File: config.mk
export PLATFORM = sky130hd
export DESIGN_NAME = dbl_dma_periph
export DESIGN_NICKNAME = d
export VERILOG_FILES = /design/src/rtl/dbl_dma_periph.sv
export SDC_FILE = /design/constraint.sdc
export NUM_CORES = 1
export LEC_CHECK = 0
export BUFFER_PORTS_ARGS = -buffer_cell sky130_fd_sc_hd__buf_2
export CORE_MARGIN = 1
export CORE_UTILIZATION = 55
export CTS_CLUSTER_SIZE = 20
export DETAILED_ROUTE_END_ITERATION = 7
export PLACE_DENSITY_LB_ADDON = 0.2
export SLEW_MARGIN = 20
export SYNTH_ARGS = -nofsm -noshare
export SYNTH_HDL_FRONTEND = slang
export SYNTH_SLANG_ARGS = --single-unit
File: constraint.sdc
create_clock -name clk -period 4 [get_ports clk]
set_clock_uncertainty 0.2 [all_clocks]
set_input_delay 0.2 -clock clk [delete_from_list [all_inputs] [get_ports clk]]
set_output_delay 0.2 -clock clk [all_outputs]
set_load 0.005 [all_outputs]
File: src/rtl/dbl_dma_periph.sv
module dbl_dma_periph #(
  parameter int BUS_W  = 32,
  parameter int OFF_W  = 6,
  parameter int OP_W   = 8,
  parameter int ADDR_W = 64,
  parameter int DATA_W = 64
) (
  input  logic              clk,
  input  logic              rst_n,
  input  logic              bus_valid,
  input  logic              bus_write,
  input  logic [1:0]        bus_region,
  input  logic [OFF_W-1:0]  bus_offset,
  input  logic [3:0]        bus_size,
  input  logic [BUS_W-1:0]  bus_wdata,
  output logic [BUS_W-1:0]  bus_rdata,
  output logic              irq_o,
  output logic              dma_valid,
  input  logic              dma_ready,
  output logic [ADDR_W-1:0] dma_addr,
  output logic [DATA_W-1:0] dma_data
);
  localparam int RES_W = OP_W + 1;
  localparam int HALF  = ADDR_W / 2;
  localparam logic [1:0] RG_IO = 2'd0, RG_CMP = 2'd1, RG_IRQ = 2'd2, RG_BASE = 2'd3;

  logic [RES_W-1:0]  io_q;
  logic [ADDR_W-1:0] base_q;
  logic              flag_q;

  wire wr      = bus_valid & bus_write;
  wire rd      = bus_valid & ~bus_write;
  wire byte_ok = bus_size == 4'd1;
  wire word_ok = bus_size == 4'd4;
  wire [RES_W-1:0] dbl = {bus_wdata[OP_W-1:0], 1'b0};

  wire io_wr   = wr & byte_ok & (bus_region == RG_IO);
  wire cmp_wr  = wr & byte_ok & (bus_region == RG_CMP) & ~dma_valid;
  wire irq_wr  = wr & byte_ok & (bus_region == RG_IRQ);
  wire lo_wr   = wr & word_ok & (bus_region == RG_BASE) & (bus_offset == OFF_W'(0));
  wire hi_wr   = wr & word_ok & (bus_region == RG_BASE) & (bus_offset == OFF_W'(4));
  wire done    = dma_valid & dma_ready;
  wire set_irq = io_wr | done | (irq_wr & |bus_wdata[OP_W-1:0]);

  always_ff @(posedge clk) begin
    if (!rst_n) begin
      io_q      <= '0;
      base_q    <= '0;
      flag_q    <= 1'b0;
      dma_valid <= 1'b0;
      dma_addr  <= '0;
      dma_data  <= '0;
    end else begin
      if (io_wr) io_q <= dbl;
      if (lo_wr) base_q[HALF-1:0] <= bus_wdata[HALF-1:0];
      if (hi_wr) base_q[ADDR_W-1:HALF] <= bus_wdata[HALF-1:0];
      if (set_irq) flag_q <= 1'b1;
      else if (irq_wr) flag_q <= 1'b0;
      if (cmp_wr) begin
        dma_valid <= 1'b1;
        dma_addr  <= base_q;
        dma_data  <= DATA_W'(dbl);
      end else if (done) begin
        dma_valid <= 1'b0;
      end
    end
  end

  assign irq_o = flag_q;

  always_comb begin
    bus_rdata = '0;
    if (rd) begin
      case (bus_region)
        RG_IO:   bus_rdata = byte_ok ? BUS_W'(io_q) : '1;
        RG_IRQ:  bus_rdata = byte_ok ? BUS_W'(flag_q) : '1;
        default: bus_rdata = '1;
      endcase
    end
  end
endmodule


Yosys cells after proc, flatten, opt, wreduce, memory -nomap -nowiden. Index checks and enable logic that the tools add are counted.

Reductions and logical operators: 5. Equality and inequality tests: 6. Muxes and demuxes: 8. Bitwise operators: 17.

Operators with widths (count): $mux W32 (3); $pmux W32 S2 (1); $and A1 B1 Y1 (13); $reduce_or A8 Y1 (1); $eq A6 B3 Y1 const B (1); $logic_not A6 Y1 (1); $eq A2 B2 Y1 const B (2); $eq A4 B1 Y1 const B (1); $eq A4 B3 Y1 const B (1); $mux W1 (4); $reduce_bool A2 Y1 (2); $eq A2 B1 Y1 const B (1); $logic_not A2 Y1 (1); $not A1 Y1 (2); $or A1 B1 Y1 (2).

Logic and storage cells: 43. Bits in registers: 146. Output and inout bits: 162. Bits of input ports: 49.

Longest topological paths before layout. Gate-level depths: netlist of run 1.

Depth after elaboration: 6. Gate-level depth with buffers: 6. Gate-level depth less buffers: 4.

Worst setup path before layout of run 1. Ideal clock, no wire load.

Path kind: input port to output port. Start: in bus_size[0]. End: out bus_rdata[10]. Setup slack: 1.872 ns. Stages: 4. Data arrival time: 1.728 ns. Cell sequence: or4b_1 -> nor2_1 -> nor2_1 -> buf_4.

Longest elaborated chain between the ends: 4. Elaborated cells on any way between the ends: 5. Classes of those cells: eq/ne (1); mux (4).

RTL lines: from (decl) (RTL line 14) `input logic [3:0] bus_size,`; $eq A4 B1 Y1 (*) (RTL line 33) `wire byte_ok = bus_size == 4'd1;`; $mux W32, on equally long branches (RTL line 76, 75); $pmux W32 S2 (*) (RTL line 74) `case (bus_region)`; $mux W32 (*) (RTL line 73) `if (rd) begin`; to (decl) (RTL line 16) `output logic [BUS_W-1:0] bus_rdata,`.

Mark *: on every way between the ends. The rest lies on a longest branch, timed or not.

Worst setup path after layout of run 1.
Start: reg dma_valid. End: reg dma_addr[4].

Longest elaborated chain between the ends: 2.

RTL lines: from (decl) (RTL line 18) `output logic dma_valid,`; from (signal assigned) (RTL line 50) `dma_valid <= 1'b0;`; from (signal assigned) (RTL line 60) `dma_valid <= 1'b1;`; from (signal assigned) (RTL line 64) `dma_valid <= 1'b0;`; $not A1 Y1 (RTL line 38) `wire cmp_wr = wr & byte_ok & (bus_region == RG_CMP) & ~dma_valid;`; $and A1 B1 Y1 (RTL line 38); to (signal assigned) (RTL line 61) `dma_addr <= base_q;`; to (decl) (RTL line 20) `output logic [ADDR_W-1:0] dma_addr,`.

Every way passes these cells. A chain may end at the register's enable or synchronous reset.

==> metrics.txt, run 1 <==
FF-to-FF Start=dma_valid; R2R cell count=4; cts repair resizes=0; clock tree buffer depth=2; Avg Inst Size Synth=8.89 sq um; Pre-antenna DRT Iters=4; setup bufs post-CTS=0; status=finished clean; Detail Route Antenna Nets=0; Port Buf Inserts=154; DR iter-0 viols=228; period utilisation layout=60.0%; Num CTS Buffers=17; synth top area cells=dfxtp_1 45%, nand2_1 16%, a21boi_2 12%; first-pass GRT wire length=22800 microns; initial antenna violation count=0; Clock power frac=49.5%; final core area utilization=68.0%; CP endpoint kind=flop; WP data arrival=2.49 ns; Setup violations, final=0; crit path max fanout=38; Synth Register Bits=146; grt total ovfl=0; P per Cell Area=409 nW/um^2; Core ar.=11500 sq um; pin count of the biggest net entering global routing=147; Die ar.=12300 sq um; Critical Path Source=dma_valid; Post-synth EDFFs=0; Slew @ Worst Pin=0.801 ns; Layout area overhead=19.5%; share of the synthesized area in the top cell type=44.8%; ANT cells=0; Register Area=2920 sq um; Gate Count Post-Synth=734; half-perimeter wire length after placement=8670 microns; crit path launch type=flop; Leak Pwr=3.12 nW; Fmax=0.417 GHz; TritonCTS Sinks=146; Async SR Flop Fraction=0%; Max-cap violations=0; Ys Warns=0; Peak VDD IR=0.000235 V; FILL cells=928; Seq/Total Area, Yosys=44.8%; library cells used by synthesis=28; share of power burned in registers=45.6%; routed via count=5130; gr usage total=23.1%; CP Class=flop to flop; P_int=0.00251 W; Total Nets Final=928; die height=111 microns; Top FF cell, synth=dfxtp_1; # hold bufs at CTS=33; Clock Latency Late Sink=0.41 ns; Via density=4.96; Initial Utilization=56.9%; H-tree depth=4; Mapped Area=6520 sq um; final hold vios=0; Worst slew margin=46.6%; top-count cell post-synth=nand2_1; sw frac=21.4%; clock root buffer=clkbuf_16; Comb power frac=4.9%; area of the multi-input gates=2930 sq um; CP endpoint=dma_addr[4]; final setup TNS=0 ns; vias in the first global route=4749; CP required=4.09 ns; final WL=14100 microns; drt drc=0; # rows=39; R2R setup slack=1.60 ns; CTS tree=built; Pins Over Slew Limit=0; worst hold path class=input pin to flop; Psw=0.000684 W; drt wl/cell=13.6 microns; RR Endpoint=dma_addr[4]; layout cell share with drive strength beyond 1=29.8%; commonest cells in the netlist=274 x nand2_1, 146 x dfxtp_1, 79 x buf_4; unrepaired setup endpoints after global routing=false; die width=111 microns; routability cong.=0.758; dominant cell type by area after synthesis=dfxtp_1; I/O pins=211; Final min period=2.40 ns; clock transition at the registers of the reported paths=0.06 ns
-- critical path, stage by stage (launching register included) --
cell and delay [ns]:
dfxtp_1 0.37, or4_2 1.06, buf_4 0.40, nand2_1 0.15, a21boi_2 0.07
-- sequential cells by signal, indices dropped and copies added (netlist names) --
signal     cells
dma_addr      64
io_q           8
dma_data       8
dma_valid      1
irq_o          1
base_q        64
-- layout by cell type (no fill, tap or decap), types with 3 or more instances in the layout --
cell type      instances
nand2_1              274
buf_2                153
dfxtp_1              146
a21boi_2              71
conb_1                56
a21boi_0              46
dlygate4sd3_1         33
a21boi_1              21
clkbuf_16             17
mux2i_1                9
a21o_1                 8
nor2b_1                8
buf_4                  8
clkinvlp_4             4
nand2b_1               3
nor2_1                 3
nor4_1                 3
clkbuf_8               3
-- per-stage QoR --
stage          power [W]  setup WS (ns)  area [sq um]  std cells  hold WS (ns)
3_5_place_dp     0.00162           1.34          6870        970         0.244
5_1_grt          0.00330           1.51          7800       1035        0.0622
2_1_floorplan    0.00161           1.87          6730        789         0.139
3_3_place_gp     0.00162           1.41          6870        970         0.238
4_1_cts          0.00321           1.59          7790       1035        0.0305
6_report         0.00319           1.60          7800       1035        0.0615
-- final cells by class --
| class | instances | share of cell area [%] |
|---|---|---|
| Multi-Input combinational cell | 519 | 37.6 |
| Tap cell | 143 | 2.29 |
| Clock buffer | 21 | 6.03 |
| Timing Repair Buffer | 195 | 15.0 |
| Sequential cell | 146 | 37.5 |
| Clock inverter | 11 | 1.62 |
-- power by group through the flow --
stage / clock network, W / registers [W] / logic (W)
6_report: 0.00158 / 0.00145 / 0.000157
5_1_grt: 0.00168 / 0.00145 / 0.000170
4_1_cts: 0.00160 / 0.00145 / 0.000155
3_5_place_dp: 0 / 0.00149 / 0.000130
3_3_place_gp: 0 / 0.00149 / 0.000129
2_1_floorplan: 0 / 0.00149 / 0.000126
-- worst min path at each step --
stage | from | end | slack (ns) | cells past startpoint
global placement | base_q[1] | base_q[1] | 0.24 | 2
floorplan | bus_wdata[18] | base_q[18] | 0.14 | 2
CTS | bus_region[0] | irq_o | 0.03 | 4
finish | bus_region[0] | irq_o | 0.06 | 4
global route | bus_region[0] | irq_o | 0.06 | 4
detailed placement | base_q[5] | base_q[5] | 0.24 | 2
-- layer usage --
layer	vias up	part of all wire, %	GRT usage [%]
met5	-	0	0
met4	0	2.2	10.8
met3	31	5.8	4.70
met2	184	49	38.1
met1	2384	43	28.8
li1	2531	-	-
-- logic make-up after synthesis --
logic type             Yosys count  share of synthesized area [%]
buffers and inverters          124                           13.5
AO/OA/AOI/OAI                  148                           21.0
other                            1                         0.0575
multiplexers                     9                           1.38
flip-flops                     146                           44.8
AND/OR/NAND/NOR                306                           19.3
(Power assumes the default switching activity.)
==> inputs of run 2 (changes only) <==
--- a/config.mk
+++ b/config.mk
@@ -5,9 +5,10 @@
 export SDC_FILE = /design/constraint.sdc
 export NUM_CORES = 1
 export LEC_CHECK = 0
+export ABC_AREA = 1
 export BUFFER_PORTS_ARGS = -buffer_cell sky130_fd_sc_hd__buf_2
 export CORE_MARGIN = 1
-export CORE_UTILIZATION = 55
+export CORE_UTILIZATION = 50
 export CTS_CLUSTER_SIZE = 20
 export DETAILED_ROUTE_END_ITERATION = 7
 export PLACE_DENSITY_LB_ADDON = 0.2
==> constraint.sdc (replaced) <==
create_clock -name clk -period 2.5 [get_ports clk]
set_clock_uncertainty 0.2 [all_clocks]
set_input_delay 0.125 -clock clk [delete_from_list [all_inputs] [get_ports clk]]
set_output_delay 0.125 -clock clk [all_outputs]
set_load 0.005 [all_outputs]
==> metrics.txt, run 2 <==
status=finished, violations left; failing checks=DRC; crit path launch type=input pin; Num CTS Buffers=17 (unchanged); WP data arrival=1.94 ns (-0.55 ns); H-tree depth=4 (unchanged); TritonCTS Sinks=146 (unchanged); Setup violations, final=0 (unchanged); DR WL met3=973 microns (+18%); crit path cell chain=dlygate4sd3_1 > buf_2 > inv_1 > nand3_1 > nand2_4 > clkinvlp_4 > buf_2; Gate Count Post-Synth=784 (+6.8%); Ys Warns=0 (unchanged); commonest non-fill, non-tap cell in the layout=buf_2; setup bufs post-CTS=0 (unchanged); Worst slew margin=59.2% (+13 points); gr usage total=23.0% (-0.10 points); CP required=2.17 ns (-1.92 ns); final core area utilization=64.8% (-3.2 points); grt total ovfl=0 (unchanged); CP dominant cell by count=buf_2; largest family of logic cells by synthesized area=buffers and inverters; drt wl/cell=13.2 microns (-3.4%); # rows=39 (unchanged); final hold vios=0 (unchanged); top-count cell post-synth=dfxtp_1; Layout area overhead=24.0%; Post-synth EDFFs=0 (unchanged); commonest cells in the netlist=146 x dfxtp_1, 137 x a21oi_1, 87 x nand2_1; most frequent cells in the layout=154 x buf_2, 146 x dfxtp_1, 137 x a21oi_1, 86 x nand2_1, 82 x inv_1; xor and xnor fraction of the mapped netlist area=0% (unchanged); CP endpoint kind=output pin; Async SR Flop Fraction=0% (unchanged); crit path max fanout=23 (-39%); DR WL met2=7110 microns (+2.9%); Synth Register Bits=146 (unchanged); initial antenna violation count=0 (unchanged); Leak Pwr=3.18 nW (+1.9%); half-perimeter wire length after placement=9330 microns (+7.5%); simple-gate area share of the yosys netlist=14.5% (-4.8 points); I/O pins=211 (unchanged); die height=112 microns (+1.1%); Final min period=2.27 ns; ANT cells=0 (unchanged); clock tree buffer depth=2 (unchanged); library cells used by synthesis=18 (-36%); mux contribution to synthesized area=0% (-1.4 points); routed via count=5379 (+4.9%); Synth Area in Compound Gates=17.9% (-3.1 points); Pre-antenna DRT Iters=8 (+4); Fmax=0.441 GHz; Max-cap violations=0 (unchanged); CP Class=input pin to output pin; top sig layer=met4; Die ar.=12600 sq um (+2.3%); Core ar.=11600 sq um (+1.3%); P per Cell Area=683 nW/um^2 (+67%); unrepaired setup endpoints after global routing=false; period utilisation layout=90.7%; Clock Latency Late Sink=0.41 ns (about the same); M1 WL=6210 microns (+2.5%); final setup TNS=0 ns (unchanged); Via density=4.93 (-0.62%); clock root buffer=clkbuf_16; vias in the first global route=4787 (+0.80%); dominant cell type by area after synthesis=dfxtp_1; Slew @ Worst Pin=0.611 ns (-0.189 ns); largest registers=base_q: 64 flops, dma_addr: 64 flops; Mapped Area=6070 sq um (-7.0%); DR iter-0 viols=298 (+31%); Top FF cell, synth=dfxtp_1; Seq/Total Area, Yosys=48.2% (+3.4 points); Peak VDD IR=0.000420 V (+79%); share of the synthesized area in the top cell type=48.2% (+3.4 points); pin count of the biggest net entering global routing=71 (-52%); synth top area cells=dfxtp_1 48%, a21oi_1 11%, buf_4 9.8%; layout cell share with drive strength beyond 1=22.0% (-7.8 points); drt drc=11 (+11); worst hold path class=input pin to flop; final WL=14400 microns (+1.9%); routability cong.=0.826 (+9.0%); die width=112 microns (+1.1%); clock transition at the registers of the reported paths=0.06 ns (about the same); first-pass GRT wire length=23300 microns (+2.1%); post-route setup slack=0.233 ns (-1.37 ns); slowest cell on the critical path=dlygate4sd3_1; Total Nets Final=985 (+6.1%); adder-cell share of the synthesized area=0% (unchanged); dpl ws=0.614 ns (-0.730 ns); CTS tree=built; Detail Route Antenna Nets=0 (unchanged); Pins Over Slew Limit=0 (unchanged); Initial Utilization=52.3% (-4.6 points); Avg Inst Size Synth=7.74 sq um (-13%); Port Buf Inserts=154 (unchanged); crit-path max cell delay=0.53 ns (-0.53 ns)
run 2: logic make-up (layout without fill, tap and decap cells):
family | count (synthesis) | count (layout)
compound gates | 217 | 217
buf+inv | 217 | 327
simple gates | 203 | 203
flops | 146 | 146
other cells | 1 | 56
run 2: timing repair:
item | CTS | global route
hold endpoints to repair | 82 | 0
hold buffers | 39 | 0
endpoints found under the setup margin | 0 | 23
resized for setup | 0 | 3
run 2: per-stage QoR:
step / instance area (sq um) / power, W / cells / hold slack, ns
after floorplan: 6270 / 0.00259 / 839 / 0.0671
after global placement: 6530 / 0.00261 / 1021 / 0.213
after detailed placement: 6530 / 0.00262 / 1021 / 0.218
after CTS: 7510 / 0.00518 / 1092 / 0.0368
after global routing: 7520 / 0.00531 / 1092 / 0.0963
final: 7520 / 0.00514 / 1092 / 0.0361
run 2: path summary, 6_finish.rpt:
path	from	endpoint	slack, ns	cells after the start
min	bus_size[0]	irq_o	0.04	8
min reg2reg	dma_addr[63]	dma_addr[63]	0.24	2
max	bus_region[0]	bus_rdata[14]	0.23	7
max reg2reg	dma_valid	dma_addr[37]	0.80	5
run 2: critical path, delay by kind of cell:
family	cells	cell delay (ns)
buf+inv	5	1.20
simple gates	2	0.61
run 2: area by class of cell:
cell class	count	area [sq um]
clock buffers	19	443
clock inverters	13	150
fillers	1028	4090
inverters	87	330
multi-input cells	476	2210
flip-flops and latches	146	2920
well taps	143	179
repair buffers	208	1290
run 2: per-layer routing:
layer | vias up | track usage [%]
li1 | 2716 | -
met1 | 2452 | 29.3
met2 | 203 | 38.7
met3 | 8 | 5.78
met4 | 0 | 6.31
met5 | - | 0
run 2: report_power, final:
| part | internal (W) | total (W) | switching, W |
|---|---|---|---|
| combinational | 0.000116 | 0.000282 | 0.000167 |
| clock | 0.00151 | 0.00253 | 0.00101 |
| sequential | 0.00233 | 0.00233 | 0.00000282 |
